### config.mk
export PLATFORM = sky130hd
export DESIGN_NAME = usart_clkgen
export DESIGN_NICKNAME = d
export VERILOG_FILES = /design/src/rtl/usart_clkgen_pkg.sv /design/src/rtl/ucg_baud_div.sv /design/src/rtl/ucg_sync.sv /design/src/rtl/ucg_async_phase.sv /design/src/rtl/ucg_xck_gen.sv /design/src/rtl/usart_clkgen.sv
export SDC_FILE = /design/constraint.sdc
export NUM_CORES = 1
export LEC_CHECK = 0
export BUFFER_PORTS_ARGS = -buffer_cell sky130_fd_sc_hd__buf_2
export CAP_MARGIN = 20
export CORE_MARGIN = 2
export CORE_UTILIZATION = 45
export CTS_CLUSTER_SIZE = 16
export DETAILED_ROUTE_END_ITERATION = 8
export PLACE_DENSITY = 0.66
export SLEW_MARGIN = 30
export SYNTH_ARGS = -nofsm -noshare
export SYNTH_HDL_FRONTEND = slang
export SYNTH_HIERARCHICAL = 1
export SYNTH_SLANG_ARGS = --single-unit
export TNS_END_PERCENT = 50
### constraint.sdc
create_clock -name clk_i -period 2.59 [get_ports clk_i]
set_clock_uncertainty 0.1 [all_clocks]
set_input_delay 0.1295 -clock clk_i [delete_from_list [all_inputs] [get_ports clk_i]]
set_output_delay 0.1295 -clock clk_i [all_outputs]
set_load 0.02 [all_outputs]
### src/rtl/usart_clkgen_pkg.sv
package usart_clkgen_pkg;
  localparam int unsigned DIV_W   = 12;
  localparam int unsigned OS_NORM = 16;
  localparam int unsigned OS_FAST = 8;
  localparam int unsigned SYNC_ST = 2;

  typedef enum logic [1:0] {
    MODE_ASYNC  = 2'd0,
    MODE_MASTER = 2'd1,
    MODE_SLAVE  = 2'd2
  } clk_mode_e;
endpackage

### src/rtl/ucg_baud_div.sv
module ucg_baud_div #(
  parameter int unsigned W = 12
) (
  input  logic         clk_i,
  input  logic         rst_ni,
  input  logic [W-1:0] div_i,
  output logic         tick_o
);
  logic [W-1:0] cnt_q;
  logic         tick_q;

  always_ff @(posedge clk_i or negedge rst_ni) begin
    if (!rst_ni) begin
      cnt_q  <= '0;
      tick_q <= 1'b0;
    end else if (cnt_q == '0) begin
      cnt_q  <= div_i;
      tick_q <= 1'b1;
    end else begin
      cnt_q  <= cnt_q - 1'b1;
      tick_q <= 1'b0;
    end
  end

  assign tick_o = tick_q;
endmodule

### src/rtl/ucg_sync.sv
module ucg_sync #(
  parameter int unsigned STAGES = 2
) (
  input  logic clk_i,
  input  logic rst_ni,
  input  logic d_i,
  output logic cur_o,
  output logic prv_o
);
  logic [STAGES:0] sh_q;

  for (genvar g = 0; g <= STAGES; g++) begin : g_stage
    always_ff @(posedge clk_i or negedge rst_ni) begin
      if (!rst_ni)     sh_q[g] <= 1'b0;
      else if (g == 0) sh_q[g] <= d_i;
      else             sh_q[g] <= sh_q[(g == 0) ? 0 : g-1];
    end
  end

  // last synchronized stage and one extra copy for edge detection
  assign cur_o = sh_q[STAGES-1];
  assign prv_o = sh_q[STAGES];
endmodule

### src/rtl/ucg_async_phase.sv
module ucg_async_phase #(
  parameter int unsigned OS_NORM = 16,
  parameter int unsigned OS_FAST = 8
) (
  input  logic clk_i,
  input  logic rst_ni,
  input  logic tick_i,
  input  logic fast_i,
  input  logic fall_i,
  output logic tx_shift_o,
  output logic rx_sample_o
);
  localparam int unsigned PH_W = $clog2(OS_NORM);
  localparam logic [PH_W-1:0] LAST_N = PH_W'(OS_NORM - 1);
  localparam logic [PH_W-1:0] LAST_F = PH_W'(OS_FAST - 1);
  localparam logic [PH_W-1:0] MID_N  = PH_W'(OS_NORM / 2 - 1);
  localparam logic [PH_W-1:0] MID_F  = PH_W'(OS_FAST / 2 - 1);

  logic [PH_W-1:0] tx_ph_q, rx_ph_q, last, mid;

  assign last = fast_i ? LAST_F : LAST_N;
  assign mid  = fast_i ? MID_F  : MID_N;

  always_ff @(posedge clk_i or negedge rst_ni) begin
    if (!rst_ni) begin
      tx_ph_q <= '0;
      rx_ph_q <= '0;
    end else begin
      if (tick_i) tx_ph_q <= (tx_ph_q >= last) ? '0 : tx_ph_q + 1'b1;
      // start edge realigns; a coincident tick is dropped
      if (fall_i)      rx_ph_q <= '0;
      else if (tick_i) rx_ph_q <= (rx_ph_q >= last) ? '0 : rx_ph_q + 1'b1;
    end
  end

  assign tx_shift_o  = tick_i && (tx_ph_q == '0);
  assign rx_sample_o = tick_i && !fall_i && (rx_ph_q == mid);
endmodule

### src/rtl/ucg_xck_gen.sv
module ucg_xck_gen (
  input  logic clk_i,
  input  logic rst_ni,
  input  logic en_i,
  input  logic tick_i,
  output logic xck_o,
  output logic rise_o,
  output logic fall_o
);
  logic xck_q, xck_d_q;

  always_ff @(posedge clk_i or negedge rst_ni) begin
    if (!rst_ni) begin
      xck_q   <= 1'b0;
      xck_d_q <= 1'b0;
    end else begin
      xck_d_q <= xck_q;
      if (!en_i)       xck_q <= 1'b0;
      else if (tick_i) xck_q <= ~xck_q;
    end
  end

  assign xck_o  = xck_q;
  assign rise_o = xck_q & ~xck_d_q;
  assign fall_o = ~xck_q & xck_d_q;
endmodule

### src/rtl/usart_clkgen.sv
module usart_clkgen
  import usart_clkgen_pkg::*;
#(
  parameter int unsigned DW = DIV_W
) (
  input  logic          clk_i,
  input  logic          rst_ni,
  input  logic          sync_mode_i,
  input  logic          slave_i,
  input  logic          dbl_speed_i,
  input  logic          pol_i,
  input  logic [DW-1:0] baud_div_i,
  input  logic          xck_i,
  input  logic          rxd_i,
  output logic          xck_o,
  output logic          tx_shift_o,
  output logic          rx_sample_o,
  output logic          rx_os_tick_o
);
  clk_mode_e mode;
  logic tick, fast;
  logic rx_cur, rx_prv, rx_fall;
  logic xi_cur, xi_prv;
  logic m_xck, m_rise, m_fall;
  logic e_rise, e_fall, chg, smp;
  logic a_tx, a_rx;

  always_comb begin
    if (!sync_mode_i) mode = MODE_ASYNC;
    else if (slave_i) mode = MODE_SLAVE;
    else              mode = MODE_MASTER;
  end

  assign fast = dbl_speed_i && (mode == MODE_ASYNC);

  ucg_baud_div #(.W(DW)) i_div (
    .clk_i, .rst_ni, .div_i(baud_div_i), .tick_o(tick)
  );

  ucg_sync #(.STAGES(SYNC_ST)) i_rx_sync (
    .clk_i, .rst_ni, .d_i(rxd_i), .cur_o(rx_cur), .prv_o(rx_prv)
  );
  assign rx_fall = rx_prv & ~rx_cur;

  ucg_sync #(.STAGES(SYNC_ST)) i_xck_sync (
    .clk_i, .rst_ni, .d_i(xck_i), .cur_o(xi_cur), .prv_o(xi_prv)
  );

  ucg_async_phase #(.OS_NORM(OS_NORM), .OS_FAST(OS_FAST)) i_phase (
    .clk_i, .rst_ni, .tick_i(tick), .fast_i(fast), .fall_i(rx_fall),
    .tx_shift_o(a_tx), .rx_sample_o(a_rx)
  );

  ucg_xck_gen i_xgen (
    .clk_i, .rst_ni, .en_i(mode == MODE_MASTER), .tick_i(tick),
    .xck_o(m_xck), .rise_o(m_rise), .fall_o(m_fall)
  );

  always_comb begin
    e_rise = (mode == MODE_SLAVE) ? (xi_cur & ~xi_prv) : m_rise;
    e_fall = (mode == MODE_SLAVE) ? (xi_prv & ~xi_cur) : m_fall;
    chg    = pol_i ? e_fall : e_rise;
    smp    = pol_i ? e_rise : e_fall;
  end

  assign xck_o        = (mode == MODE_MASTER) && m_xck;
  assign tx_shift_o   = (mode == MODE_ASYNC) ? a_tx : chg;
  assign rx_sample_o  = (mode == MODE_ASYNC) ? a_rx : smp;
  assign rx_os_tick_o = (mode == MODE_ASYNC) && tick;
endmodule

; Word level (Yosys, flattened, before mapping)
; Cells that the tools add are included.
[classes]
bitwise = 10
magnitude_cmp = 2
n_addsub = 3
muxes = 18
reduce_logical = 11
n_eq_ne = 4
[ops]
columns = operator, n
row1 = $mux W4, 5
row2 = $logic_not A12 Y1, 1
row3 = $mux W12, 1
row4 = $sub A12 B1 Y12 const B, 1
row5 = $mux W1, 9
row6 = $add A4 B1 Y4 const B, 2
row7 = $ge A4 B4 Y1, 2
row8 = $logic_and A1 B1 Y1, 6
row9 = $and A1 B1 Y1, 5
row10 = $not A1 Y1, 5
row11 = $eq A4 B4 Y1, 1
row12 = $logic_not A4 Y1, 1
row13 = $mux W2, 2
row14 = $mux W3, 1
row15 = $eq A2 B1 Y1 const B, 1
row16 = $eq A2 B2 Y1 const B, 1
row17 = $logic_not A2 Y1, 1
row18 = $ne A2 B2 Y1 const B, 1
row19 = $reduce_bool A2 Y1, 1
row20 = $logic_not A1 Y1, 1
[word_totals]
out_inout_bits = 4
word_cells = 60
input_bits = 20
register_bits = 29

; Logic depth before layout (Yosys ltp)
[depth]
ltp_word = 9
ltp_mapped = 7
depth_no_buf = 6

; Modules after synthesis
; Netlist, hierarchy kept.
[by_module_without_submodules]
columns = mod, area_each_um2, n_inst, seq_area_each_um2, cells_per_inst
row1 = ucg_baud_div, 706.9, 1, 325.3, 73
row2 = ucg_async_phase, 498.0, 1, 200.2, 50
row3 = ucg_sync, 75.1, 2, 75.1, 3
row4 = usart_clkgen, 108.9, 1, 0.0, 16
row5 = ucg_xck_gen, 78.8, 1, 50.0, 6

; Worst setup path before layout
; Ideal clock, no wire load.
[synth_path]
path_type = reg2reg
startpoint = register i_div.cnt_q[6]
endpoint = register i_div.cnt_q[11]
path_buffers = 0
path_stages_with_launch = 5
required_time_ns = 2.364
slack_ns = 0.968
period_less_slack_ns = 1.622
setup_ns = 0.126
arrival_time_ns = 1.396
path_cell_list = dfrtp_1 -> or4_4 -> nor4_4 -> xnor2_1 -> a21oi_1
[synth_via]
elab_chain_len = 2
elab_cells_between_ends = 3
classes_between = 1 x add/sub / 1 x mux / 1 x reduce/logical
[synth_rtl]
columns = element, line_no
row1 = from (decl), ucg_baud_div.sv:9  ; logic [W-1:0] cnt_q;
row2 = from (signal assigned), ucg_baud_div.sv:17  ; cnt_q <= div_i;
row3 = from (signal assigned), ucg_baud_div.sv:20  ; cnt_q <= cnt_q - 1'b1;
row4 = $sub A12 B1 Y12 or $logic_not A12 Y1 (tied branches), "ucg_baud_div.sv:20, ucg_baud_div.sv:16"
row5 = $mux W12 *, ucg_baud_div.sv:16  ; end else if (cnt_q == '0) begin
; Every way passes the cells marked *; elsewhere a longest branch is shown, timed or not.
; A chain may end at the register's enable or synchronous reset.

; Final worst setup path
[layout_path]
startpoint = register i_div.tick_q (netlist: i_div/tick_o)
endpoint = output rx_sample_o
[layout_via]
elab_chain_len = 3
[layout_rtl]
columns = element, line_no
row1 = from (decl), ucg_baud_div.sv:10  ; logic tick_q;
row2 = from (signal assigned), ucg_baud_div.sv:15  ; tick_q <= 1'b0;
row3 = from (signal assigned), ucg_baud_div.sv:18  ; tick_q <= 1'b1;
row4 = from (signal assigned), ucg_baud_div.sv:21  ; tick_q <= 1'b0;
row5 = $logic_and A1 B1 Y1 (2 in a row), ucg_async_phase.sv:37  ; assign rx_sample_o = tick_i && !fall_i && (rx_ph_q == mid);
row6 = net a_rx, usart_clkgen.sv:26  ; logic a_tx, a_rx;
row7 = $mux W1, usart_clkgen.sv:68  ; assign rx_sample_o = (mode == MODE_ASYNC) ? a_rx : smp;
row8 = to (decl), usart_clkgen.sv:17  ; output logic rx_sample_o,
; The timed path passes the listed nets, and every way through them passes these cells.

==> run summary <==
The fraction of registers with async set/reset came out at 100.0%. The mean instance size in the synthesized netlist is 10.22 µm². The number of clock buffers added by TritonCTS is 5.

The maximum net fanout on the critical path came out at 16. The number of synthesized flops with an enable pin is 0. The average via count per standard cell is 5.100. The share of the Yosys chip area taken by registers is 47.04%. The overall fraction of global-route tracks in use came out at 18.26%. Detailed placement ended at an HPWL of 2086 µm. The number of diodes came out at 0. The largest total area in the synthesized netlist belongs to sky130_fd_sc_hd__dfrtp_1.

In the final design database the tool counted 220 nets. The starting density of the core is 46.60%. The hold violation total from the final report is 0.

The clock latency on the worst-skew pair came out at 0.33 ns. The H-tree depth came out at 2. The combinational group share of total power is 23.4%. The region available for standard cell placement spans 0.003311 mm². For this design the static power due to leakage is 0.8876 nW.

The number of flip-flops and latches in the synthesized netlist came out at 29. The die is 62.55 µm wide. Timing analysis after detailed placement gives a worst setup slack of 0.7702 ns.

The largest voltage drop on the vdd net came out at 0.5075 mV. The worst setup path is launched from a register. The switching power as a share of total power is 32.92%. The type of the tightest min-delay check is input port to register. The total design power came out at 1.288 mW. By startpoint and endpoint, the worst setup path is classified as register to output port. The final critical path takes up 72.05% of the cycle.

The via count of the first global-routing pass came out at 1279. The number of placement rows came out at 21. The placed instance count came out at 217. The post-route antenna net violation count is 0. Power spread over the standard cell area amounts to 669.2 mW/mm². The count of warnings emitted by yosys came out at 6. After clock tree synthesis, the clock-pin slew on the worst setup and hold paths is 0.09 ns. The post-synthesis net count is 178. By area the synthesized netlist is led by sky130_fd_sc_hd__dfrtp_1, sky130_fd_sc_hd__ha_1, sky130_fd_sc_hd__a21oi_1.

The largest registers in the layout are i_div/cnt_q x12, i_phase/rx_ph_q x4, i_phase/tx_ph_q x4. Setup repair after global routing left no endpoint under its margin. The share of the synthesized area in the top cell type is 47.04%. The number of buffers on the longest clock path is 2. The worst setup path is captured at an output port. The number of vias after detailed routing is 1224.

The largest register by flop count is i_div/cnt_q. For the worst flop-to-flop path, the logic depth is 7. The most used flip-flop cell after synthesis is sky130_fd_sc_hd__dfrtp_1.

The worst slack on hold paths is 0.01589 ns. Measured along the y axis, the die boundary spans 62.55 µm. The clock net sink count came out at 29. Fill cells in the final layout number 312. The max-slew violation count came out at 0. The routed length per placed instance came out at 12.79 µm.

The post-layout instance count excluding filler cells is 240. The analysis attributes to net switching a power of 0.4240 mW. The boundary pin count came out at 24. The worst slew slack as a fraction of its limit is 56.14%.

The area enclosed by the die boundary is 0.003913 mm². The data arrival time at the worst-slack endpoint came out at 1.64 ns. The share of total power in sequential cells came out at 52.2%.

The internal portion of the total power is 0.8638 mW. The number of buffers added on ports came out at 23. The instance count of the mapped netlist is 151. The final routed wirelength across all metal layers came out at 3070 µm. The remaining global-route overflow came out at 0. The worst hold path depth is 3. The number of antenna violations at the first check in global routing is 0. In the layout the commonest cells are sky130_fd_sc_hd__dfrtp_1, sky130_fd_sc_hd__buf_2, sky130_fd_sc_hd__nor2_1. The critical path required time is 2.36 ns. The run finished with clean final reports. The transition at the pin with the smallest max-transition slack is 0.6579 ns. The relative area change from synthesis to final layout is 24.74%. The maximum number of pins on one net before global-route repair came out at 30. The post-synthesis cell type count came out at 37. For the final routed database, the setup TNS stands at 0 ns.

The number of DRC markers in iteration 0 is 38. The power share of the clock group is 24.4%. The total standard cell area after synthesis is 0.001543 mm². The post-route netlist has 20.10% of its cells at a drive strength greater than 1. The number of flip-flops under the largest register name came out at 12. The total DRC errors in the routed layout is 0. The first global-routing pass estimated 5561 µm of wire. The number of optimization iterations in the first detailed-route pass came out at 4.

The final worst setup slack is 0.7239 ns. The number of setup violations in the final report came out at 0. The max-cap check violation count came out at 0. The final period demand of the worst path is 1.866 ns. The master cell of the clock root buffer is sky130_fd_sc_hd__clkbuf_4. The library cell used most frequently in the layout, excluding fill and tap cells, is sky130_fd_sc_hd__dfrtp_1. TritonCTS built the clock tree. The routability-driven placement congestion ratio came out at 0.7842.

Static timing analysis puts the maximum clock frequency at 0.5359 GHz.
routing by layer:
layer	GRT usage [%]	up-vias	wire length, µm
li1	-	615	-
met1	19.79	579	1327
met2	33.20	25	1563
met3	6.306	5	134
met4	5.833	0	44
met5	0	-	0
cells in the mapped netlist, types with 2 or more instances:
library cell	count
sky130_fd_sc_hd__xnor2_1	7
sky130_fd_sc_hd__inv_1	7
sky130_fd_sc_hd__o221ai_1	2
sky130_fd_sc_hd__xor2_1	5
sky130_fd_sc_hd__nand3_1	8
sky130_fd_sc_hd__and2_1	2
sky130_fd_sc_hd__nand2_1	7
sky130_fd_sc_hd__and2b_1	3
sky130_fd_sc_hd__ha_1	7
sky130_fd_sc_hd__nor3_1	2
sky130_fd_sc_hd__or3_1	2
sky130_fd_sc_hd__nor4_2	2
sky130_fd_sc_hd__nand2b_1	3
sky130_fd_sc_hd__o21ai_0	4
sky130_fd_sc_hd__nor2_1	18
sky130_fd_sc_hd__a21oi_1	14
sky130_fd_sc_hd__clkbuf_1	3
sky130_fd_sc_hd__a31oi_1	2
sky130_fd_sc_hd__o22ai_1	2
sky130_fd_sc_hd__and4b_1	2
sky130_fd_sc_hd__nor2b_1	4
sky130_fd_sc_hd__nor4_4	2
sky130_fd_sc_hd__dfrtp_1	29
through the flow:
| step | util (%) | cell area, µm² |
|---|---|---|
| 2_1_floorplan | - | 1543 |
| 3_3_place_gp | 51.47 | 1704 |
| 3_5_place_dp | 51.47 | 1704 |
| 4_1_cts | 58.13 | 1924 |
| 5_1_grt | 58.13 | 1924 |
| 6_report | 58.13 | 1924 |
power groups by stage:
stage	clock [mW]	sequential [mW]	combinational (mW)
floorplan	0	0.654	0.223
global placement	0	0.672	0.269
detailed placement	0	0.676	0.282
CTS	0.328	0.670	0.302
global route	0.358	0.689	0.347
finish	0.315	0.672	0.301
path summary, 6_finish.rpt:
path                                          from                  to  slack [ns]
worst min register to register  i_xck_sync/sh_q[0]    i_xck_sync/cur_o        0.25
worst max-delay path                  i_div/tick_o         rx_sample_o        0.72
worst min-delay path                       slave_i        i_xgen/xck_o        0.02
max in group asynchronous                   rst_ni      i_div/cnt_q[4]        1.70
min in group asynchronous                   rst_ni  i_phase/tx_ph_q[2]        0.25
worst max register to register      i_div/cnt_q[0]      i_div/cnt_q[9]        0.75
critical path, cell delays in order (launching register included):
cell and delay, ns:
sky130_fd_sc_hd__dfrtp_1 0.61, sky130_fd_sc_hd__nand2_1 0.12, sky130_fd_sc_hd__nor4_2 0.25, sky130_fd_sc_hd__nand2b_1 0.08
sky130_fd_sc_hd__o221ai_1 0.07, sky130_fd_sc_hd__buf_2 0.19
final cells by class:
cell class | count | area (µm²) | share of cell area, %
multi-input combinational | 111 | 772.0 | 40.12
timing repair buffer | 39 | 272.8 | 14.17
clock inverter | 1 | 5.005 | 0.2601
sequential | 29 | 725.7 | 37.71
tap | 46 | 57.56 | 2.991
clock buffer | 7 | 65.06 | 3.381
inverter | 7 | 26.28 | 1.365
logic make-up (layout without fill, tap and decap cells):
kind of cell | Yosys count | count (layout) | share of synthesized area, %
buffers and inverters | 11 | 54 | 2.920
muxes | 1 | 1 | 0.6488
AOI/OAI and AO/OA | 28 | 28 | 10.62
adders and majority gates | 7 | 7 | 5.677
and+or+nand+nor | 63 | 63 | 26.28
xor gates and xnor gates | 12 | 12 | 6.813
DFF | 29 | 29 | 47.04
timing repair:
action	in CTS	in global routing
hold buffers	15	0
setup buffers	0	0
gates resized for setup	0	0
hold endpoints to repair	43	0
No activity file was read; power rests on OpenSTA's default activity.
